## config.mk

```make
export PLATFORM = sky130hd
export DESIGN_NAME = oddword_packer
export DESIGN_NICKNAME = d
export VERILOG_FILES = /design/src/rtl/pk_pkg.sv /design/src/rtl/pk_fmt_decode.sv /design/src/rtl/pk_lane_compact.sv /design/src/rtl/pk_half_tracker.sv /design/src/rtl/oddword_packer.sv
export SDC_FILE = /design/constraint.sdc
export NUM_CORES = 1
export LEC_CHECK = 0
export ABC_AREA = 1
export BUFFER_PORTS_ARGS = -buffer_cell sky130_fd_sc_hd__buf_2
export CORE_MARGIN = 4
export CORE_UTILIZATION = 55
export CTS_CLUSTER_SIZE = 16
export DETAILED_ROUTE_END_ITERATION = 8
export PLACE_DENSITY = 0.82
export SETUP_SLACK_MARGIN = 0.5
export SLEW_MARGIN = 15
export SYNTH_ARGS = -nofsm -noshare
export SYNTH_HDL_FRONTEND = slang
export SYNTH_HIERARCHICAL = 1
export SYNTH_SLANG_ARGS = --single-unit
```

## constraint.sdc

```tcl
create_clock -name clk -period 2.5 [get_ports clk]
set_input_delay 0.5 -clock clk [delete_from_list [all_inputs] [get_ports clk]]
set_output_delay 0.5 -clock clk [all_outputs]
set_load 0.03 [all_outputs]
```

## src/rtl/pk_pkg.sv

```systemverilog
package pk_pkg;

  localparam int unsigned PK_LANE_W   = 64;
  localparam int unsigned PK_N_CHAR   = 5;
  localparam int unsigned PK_SEL_W    = 3;
  localparam int unsigned PK_WIDTH_W  = 7;

  // character widths indexed by char_sel code
  localparam int unsigned PK_CHAR_TAB [PK_N_CHAR] = '{6, 9, 10, 12, 15};

  typedef struct packed {
    logic                  legal;
    logic                  dbl;
    logic [PK_WIDTH_W-1:0] half_w;
    logic [PK_SEL_W-1:0]   char_idx;
  } pk_fmt_t;

  // container width that carries a character of the given width
  function automatic int unsigned pk_cont_w(input int unsigned cw);
    return (cw <= 8) ? 8 : 16;
  endfunction

  // half width from the low bits of the word select
  function automatic logic [PK_WIDTH_W-1:0] pk_half_w(input logic [1:0] code);
    logic [PK_WIDTH_W-1:0] w;
    case (code)
      2'd0:    w = 7'd36;
      2'd1:    w = 7'd40;
      2'd2:    w = 7'd48;
      default: w = 7'd60;
    endcase
    return w;
  endfunction

  // pairs a single lane can hold: count * container <= lane, exact fit
  function automatic logic pk_pair_ok(input logic [PK_SEL_W-1:0] cs,
                                      input logic [1:0]          wc);
    logic ok;
    case ({cs, wc})
      {3'd0, 2'd0}, {3'd0, 2'd2},
      {3'd1, 2'd0},
      {3'd2, 2'd1},
      {3'd3, 2'd0}, {3'd3, 2'd2},
      {3'd4, 2'd3}: ok = 1'b1;
      default:      ok = 1'b0;
    endcase
    return ok;
  endfunction

endpackage

```

## src/rtl/pk_fmt_decode.sv

```systemverilog
module pk_fmt_decode
  import pk_pkg::*;
(
  input  logic [PK_SEL_W-1:0] char_sel,
  input  logic [PK_SEL_W-1:0] word_sel,
  output pk_fmt_t             fmt
);

  always_comb begin
    fmt.legal    = pk_pair_ok(char_sel, word_sel[1:0]);
    fmt.dbl      = word_sel[2];
    fmt.half_w   = pk_half_w(word_sel[1:0]);
    fmt.char_idx = fmt.legal ? char_sel : '0;
  end

endmodule

```

## src/rtl/pk_lane_compact.sv

```systemverilog
module pk_lane_compact #(
  parameter int unsigned LANE_W = 64,
  parameter int unsigned CHAR_W = 6,
  parameter int unsigned CONT_W = 8
) (
  input  logic [LANE_W-1:0] lane_i,
  output logic [LANE_W-1:0] packed_o
);

  localparam int unsigned SLOTS = LANE_W / CONT_W;
  localparam int unsigned USED  = SLOTS * CHAR_W;

  for (genvar j = 0; j < SLOTS; j++) begin : g_slot
    assign packed_o[j*CHAR_W +: CHAR_W] = lane_i[j*CONT_W +: CHAR_W];
  end

  if (USED < LANE_W) begin : g_fill
    assign packed_o[LANE_W-1:USED] = '0;
  end

endmodule

```

## src/rtl/pk_half_tracker.sv

```systemverilog
module pk_half_tracker (
  input  logic clk,
  input  logic rst_n,
  input  logic beat,
  input  logic pair_beat,
  output logic half_now,
  output logic phase_q
);

  assign half_now = pair_beat & phase_q;

  always_ff @(posedge clk) begin
    if (!rst_n)          phase_q <= 1'b0;
    else if (beat)       phase_q <= pair_beat ? ~phase_q : 1'b0;
  end

endmodule

```

## src/rtl/oddword_packer.sv

```systemverilog
module oddword_packer
  import pk_pkg::*;
#(
  parameter int unsigned LANE_W = PK_LANE_W
) (
  input  logic              clk,
  input  logic              rst_n,
  input  logic              in_valid,
  input  logic [LANE_W-1:0] in_data,
  input  logic [2:0]        char_sel,
  input  logic [2:0]        word_sel,
  output logic              out_valid,
  output logic [LANE_W-1:0] out_data,
  output logic              out_half,
  output logic              out_err
);

  localparam logic [7:0] LANE_W8 = 8'(LANE_W);

  pk_fmt_t fmt;
  logic    fmt_legal;
  logic    pair_beat;
  logic    half_now;
  logic    phase_q;

  logic [LANE_W-1:0] packed_all [PK_N_CHAR];
  logic [LANE_W-1:0] packed_sel;
  logic [LANE_W-1:0] word_mask;
  logic [LANE_W-1:0] word_next;

  function automatic logic [LANE_W-1:0] mask_of(input logic [PK_WIDTH_W-1:0] hw);
    logic [7:0] shamt;
    shamt = 8'(LANE_W8 - {1'b0, hw});
    return {LANE_W{1'b1}} >> shamt;
  endfunction

  pk_fmt_decode u_dec (
    .char_sel (char_sel),
    .word_sel (word_sel),
    .fmt      (fmt)
  );

  assign fmt_legal = fmt.legal;
  assign pair_beat = fmt.legal & fmt.dbl;

  for (genvar k = 0; k < PK_N_CHAR; k++) begin : g_char
    pk_lane_compact #(
      .LANE_W (LANE_W),
      .CHAR_W (PK_CHAR_TAB[k]),
      .CONT_W (pk_cont_w(PK_CHAR_TAB[k]))
    ) u_cmp (
      .lane_i   (in_data),
      .packed_o (packed_all[k])
    );
  end

  always_comb begin
    packed_sel = '0;
    for (int k = 0; k < PK_N_CHAR; k++) begin
      if (fmt.char_idx == PK_SEL_W'(k)) packed_sel = packed_all[k];
    end
    word_mask = mask_of(fmt.half_w);
    word_next = fmt.legal ? (packed_sel & word_mask) : '0;
  end

  pk_half_tracker u_half (
    .clk       (clk),
    .rst_n     (rst_n),
    .beat      (in_valid),
    .pair_beat (pair_beat),
    .half_now  (half_now),
    .phase_q   (phase_q)
  );

  always_ff @(posedge clk) begin
    if (!rst_n) begin
      out_valid <= 1'b0;
      out_data  <= '0;
      out_half  <= 1'b0;
      out_err   <= 1'b0;
    end else begin
      out_valid <= in_valid;
      if (in_valid) begin
        out_data <= word_next;
        out_half <= half_now;
        out_err  <= ~fmt.legal;
      end
    end
  end

endmodule

```

==> results of run 1 <==
logic make-up (layout without fill, tap and decap cells):
| family | Yosys count | after routing | share of synthesized area, % |
|---|---|---|---|
| XOR/XNOR | 1 | 1 | 0.103 |
| buffers and inverters | 517 | 413 | 37.9 |
| flip-flops | 68 | 68 | 15.9 |
| AND/OR/NAND/NOR | 677 | 681 | 34.2 |
| other | 7 | 92 | 0.308 |
| AO/OA/AOI/OAI | 168 | 168 | 10.6 |
| adder cells (fa/ha/maj) | 6 | 6 | 0.879 |
flip-flops by register name, indices dropped and copies added, names as in the netlist:
register	count
out_data	64
out_err	1
out_half	1
out_valid	1
u_half/phase_q	1
final timing paths:
kind	endpoint	from	cells past startpoint	slack, ns
min	out_valid	rst_n	3	0.41
max	out_data[29]	word_sel[0]	18	0.05
min reg2reg	out_data[45]	out_data[45]	2	0.46
max reg2reg	out_half	u_half/phase_q	4	1.82
cell usage after synthesis (6+ instances only):
| cell | count |
|---|---|
| conb_1 | 7 |
| clkbuf_1 | 36 |
| o21ai_0 | 75 |
| buf_2 | 16 |
| nor2_1 | 153 |
| a21oi_1 | 72 |
| inv_2 | 8 |
| ha_1 | 6 |
| inv_1 | 121 |
| buf_4 | 330 |
| dfxtp_1 | 68 |
| nor3_1 | 8 |
| nand4_1 | 38 |
| nand3_1 | 91 |
| nand2_1 | 358 |
| o211ai_1 | 16 |
| or2_2 | 9 |
per-layer routing:
metal | global-route usage (%) | part of all wire, %
met5 | 0 | 0
met3 | 6.39 | 10
met4 | 19.7 | 9.2
met2 | 46.6 | 44
met1 | 35.9 | 36
area by class of cell:
type	instances	share of cell area [%]
multi-input combinational	948	51.1
timing repair buffer	268	22.9
sequential	68	14.4
inverter	129	5.31
clock buffer	11	2.67
tap	188	2.49
clock inverter	5	1.14
what timing repair did:
action / CTS / global route
pin swaps: 54 / 72
gates resized for setup: 88 / 80
cloned: 15 / 4
hold endpoints to repair: 0 / 0
setup endpoints to repair: 64 / 64
setup buffers: 15 / 8
critical path: stages:
cell and delay [ns]:
buf_12 0.11, inv_12 0.03, buf_4 0.12, ha_1 0.19, inv_1 0.05, nand2_1 0.06
nand2_2 0.12, nor2_4 0.05, buf_6 0.12, buf_4 0.14, nor2_4 0.15, nand2_8 0.12
buf_4 0.17, o21ai_0 0.17, nor2_1 0.17, nor2_2 0.23, nand2_1 0.09, a21oi_1 0.12
layout by cell type, fill, tap and decap left out, drive strengths merged:
| master | netlist | final |
|---|---|---|
| clkbuf | 37 | 14 |
| nor2 | 157 | 157 |
| inv | 129 | 128 |
| nor3 | 10 | 10 |
| xor2 | 1 | 1 |
| buf | 351 | 265 |
| clkinv | 0 | 3 |
| o21bai | 2 | 2 |
| bufinv | 0 | 3 |
| ha | 6 | 6 |
| nand4 | 40 | 40 |
| or2 | 9 | 9 |
| dfxtp | 68 | 68 |
| o211ai | 16 | 16 |
| nand3 | 95 | 99 |
| nand3b | 2 | 2 |
| a21oi | 73 | 73 |
| nand2 | 364 | 364 |
| conb | 7 | 92 |
| o21ai | 77 | 77 |
stage by stage:
| stage | instances | worst slack (ns) |
|---|---|---|
| 2_1_floorplan | 1529 | 0.340 |
| 3_3_place_gp | 1559 | -0.131 |
| 3_5_place_dp | 1559 | -0.186 |
| 4_1_cts | 1605 | 0.277 |
| 5_1_grt | 1617 | -0.0300 |
| 6_report | 1617 | 0.0496 |
power by group:
group	internal [mW]	leakage (nW)	switching (mW)	total, mW
clock network	1.03	0.176	0.492	1.52
logic	0.543	3.97	0.848	1.39
registers	1.10	0.549	0.00714	1.11
total	2.67	4.69	1.35	4.02
==> results.json, run 1 <==
{
  "outcome": "finished clean",
  "cts_tree": "yes",
  "powerDensity_nw_per_um2": 425,
  "dieArea_sq_um": 17600,
  "yosys-top-cells-area": "buf_4 29%, dfxtp_1 16%, nand2_1 16%, nor2_1 6.7%, nand3_1 5.3%",
  "fillerInstances": 1345,
  "place.port_buffers": 135,
  "syn_avg_cell_area_sq_um": 5.91,
  "grt_pass1_wl_microns": 41300,
  "synth_ff_type": "dfxtp_1",
  "synth_area_sq_um": 8540,
  "end_kind": "flop",
  "cts.htree.levels": 3,
  "crit_fanout": 8,
  "grt_use_total_pct": 29.5,
  "core.rowCount": 45,
  "final_cell_area_sq_um": 9450,
  "dp_hpwl_microns": 17800,
  "cts_hold_buf": 0,
  "finalSetupViolCount": 0,
  "yosysSeqAreaShare_pct": 15.9,
  "grt_overflow_total": 0,
  "vias_per_cell": 5.44,
  "root_buffer": "clkbuf_16",
  "synth_top_area_share_pct": 29.0,
  "vias": 8798,
  "synth_cell_types": 33,
  "ir_drop_uv": 367,
  "clkSinkCount": 68,
  "ant_nets": 0,
  "start_kind": "input port",
  "synth.yosys.warnings": 6,
  "clock_skew_ns": 0.0000282,
  "drc": 0,
  "yosys.area.top_type": "buf_4",
  "fp.coreArea_sq_um": 15200,
  "clk_pin_slew_ns": 0.06,
  "placed_area_sq_um": 7900,
  "maxCapViolCount": 0,
  "synthCells": 1444,
  "start_util_pct": 56.2,
  "worst_pin_slew_ns": 0.993,
  "cts_buffers": 9,
  "io_pins": 140,
  "fp.dieH_microns": 133,
  "multi_input_area_sq_um": 4830,
  "tns_ns": 0,
  "area_delta_synth_final_pct": 10.7,
  "nNetsFinal": 1503,
  "routed_wl_microns": 28200,
  "ys_seq_elements": 68,
  "globalplace.congestion": 0.994,
  "drv_slew": 0,
  "hold_class": "input port to flop",
  "fmax_mhz": 408,
  "async_reset_ff_share_pct": 0,
  "drt_iter0_drc": 1035,
  "grt_antenna_before_repair": 0,
  "total_power_mw": 4.02,
  "synth_edf_count": 0,
  "critical_path_required_ns": 2.77,
  "clock_path_buffers": 2,
  "post-route-min-period_ns": 2.45,
  "clock_latency_ns": 0.34,
  "critical_path_class": "input port to flop",
  "period_share_pct": 98.0,
  "final_hold_viol_count": 0,
  "regArea_sq_um": 1360,
  "grt_pass1_vias": 8043,
  "fp.dieW_microns": 133,
  "power_leakage_nw": 4.69,
  "drtPass1Iterations": 5,
  "drive_above_1_share_pct": 30.8,
  "routedWlPerCell_microns": 17.5,
  "grt_max_degree": 65,
  "max_slew_margin_pct": 33.7,
  "timing.hold.ws_ns": 0.412,
  "fin_util_pct": 62.2,
  "antenna_cells": 0,
  "arrival_ns": 2.72,
  "rsz0062_at_grt": "true"
}
(Power assumes the default switching activity.)
==> inputs of run 2 (changes only) <==
Settings changed: CELL_PAD_IN_SITES_DETAIL_PLACEMENT set to 1, CELL_PAD_IN_SITES_GLOBAL_PLACEMENT set to 2, CORE_UTILIZATION 55 to 30, PLACE_DENSITY 0.82 to 0.85.
==> results.json, run 2 (synthesis results as in run 1) <==
{
  "cts_buffers": 9,
  "ant_nets": 0,
  "drv_slew": 0,
  "timing.critical_path.buf_inv": 7,
  "arrival_ns": 2.65,
  "grt_use_total_pct": 19.9,
  "fp.coreArea_sq_um": 27900,
  "area_delta_synth_final_pct": 19.9,
  "start_util_pct": 30.6,
  "final_hold_viol_count": 0,
  "layout_commonest_cell": "nand2_1",
  "root_buffer": "clkbuf_16",
  "drc": 0,
  "routed_wl_microns": 32800,
  "drt_iter0_drc": 505,
  "cts.htree.levels": 3,
  "grt_antenna_before_repair": 2,
  "nNetsFinal": 1529,
  "critPathSlowestCell": "nor3_4",
  "clk_pin_slew_ns": 0.06,
  "total_power_mw": 3.83,
  "largest_register": "out_data",
  "grt_max_degree": 41,
  "outcome": "finished clean",
  "routedWlPerCell_microns": 17.9,
  "vias_per_cell": 4.64,
  "max_stage_delay_ns": 0.19,
  "grt_pass1_vias": 8410,
  "rsz0062_at_grt": "true",
  "largest_reg_flops": 64,
  "start_kind": "input port",
  "end_kind": "flop",
  "critPathTopFamily": "simple AND/OR/NAND/NOR gates",
  "powerDensity_nw_per_um2": 374,
  "fp.dieW_microns": 177,
  "crit_fanout": 8,
  "clock_path_buffers": 2,
  "max_slew_margin_pct": 43.1,
  "drive_above_1_share_pct": 35.5,
  "dp_hpwl_microns": 24100,
  "ir_drop_uv": 272,
  "vias": 8514,
  "period_share_pct": 94.8,
  "grt_pass1_wl_microns": 48000,
  "hold_class": "input port to flop",
  "clkSinkCount": 68,
  "worst_pin_slew_ns": 0.851,
  "cts_hold_buf": 0,
  "cts_tree": "yes",
  "core.rowCount": 61,
  "maxCapViolCount": 0,
  "critical_path_class": "input port to flop",
  "critical_path_required_ns": 2.78,
  "dieArea_sq_um": 31200,
  "fp.dieH_microns": 177,
  "clock_skew_ns": 0.0000447,
  "power_leakage_nw": 4.91,
  "clock_latency_ns": 0.34,
  "post-route-min-period_ns": 2.37,
  "place.port_buffers": 135,
  "drtPass1Iterations": 5,
  "fin_util_pct": 36.7,
  "finalSetupViolCount": 0,
  "fmax_mhz": 422,
  "layout_common_cells": "333 x nand2_1, 133 x buf_2, 115 x inv_1",
  "globalplace.congestion": 0.949,
  "grt_overflow_total": 0,
  "crit_chain": "buf_12 > inv_12 > ha_4 > nor2_4 > nand2_1 > nand2_1 > nand2_1 > nand2_2 > nor2_4 > buf_6 > buf_6 > nor3_4 > buf_6 > buf_12 > buf_8 > nand2_2 > nand3_2 > nor2_2 > nor2_1 > nand3_1 > a21oi_1",
  "io_pins": 140
}
[run 2: changes by cell type in the layout (fill, tap and decap cells not counted), moves of 12 or more]
cell	delta
a21oi_2	+16
buf_4	+14
a21oi_1	-15
buf_12	+14
nor2_1	-12
[run 2: final cells by class]
cell class | count | area (sq um)
Timing Repair Buffer | 298 | 2580
Clock buffer | 10 | 239
Multi-Input combinational cell | 944 | 5040
Inverter | 129 | 510
Fill cell | 3657 | 17700
Clock inverter | 6 | 40.0
Antenna cell | 2 | 5.00
Tap cell | 378 | 473
Sequential cell | 68 | 1360
[run 2: per-stage QoR]
step | hold WS (ns) | std cells | worst slack [ns] | setup TNS, ns | instance area [sq um]
floorplan | 0.458 | 1529 | 0.340 | 0 | 9060
global placement | 0.450 | 1766 | -0.237 | -9.20 | 8400
detailed placement | 0.454 | 1766 | -0.346 | -16.85 | 8400
CTS | 0.403 | 1803 | 0.230 | 0 | 9440
global route | 0.422 | 1835 | 0.00909 | 0 | 10200
finish | 0.416 | 1835 | 0.129 | 0 | 10200
[run 2: report_power, final]
| part | internal (mW) | total [mW] | switching (mW) |
|---|---|---|---|
| logic | 0.599 | 1.51 | 0.906 |
| clock network | 0.696 | 1.22 | 0.526 |
| registers | 1.10 | 1.11 | 0.00764 |
[run 2: worst register-to-register path, stage by stage (launching register included)]
cell,delay (ns)
dfxtp_1,0.32
nand2_1,0.07
inv_1,0.04
nor2_1,0.09
nor2_1,0.05
[run 2: path summary, 6_finish.rpt]
check                                    start  depth (start not counted)            to  slack [ns]
worst max-delay path               word_sel[0]                         21  out_data[44]        0.13
worst min-delay path                     rst_n                          3     out_valid        0.42
worst max register to register  u_half/phase_q                          4      out_half        1.83
worst min register to register    out_data[57]                          2  out_data[57]        0.46
[run 2: what timing repair did]
action	in CTS	in global routing
hold endpoints to repair	0	0
pin swaps	72	81
endpoints found under the setup margin	64	64
gates cloned	9	4
setup buffers	12	26
gates resized for setup	123	119
[run 2: routing by layer]
layer / up-vias / part of all wire (%) / track usage (%)
met2: 225 / 50 / 35.4
met5: - / 0 / 0
met1: 4094 / 43 / 25.3
met3: 41 / 4.5 / 2.80
li1: 4154 / - / -
met4: 0 / 2.3 / 5.00
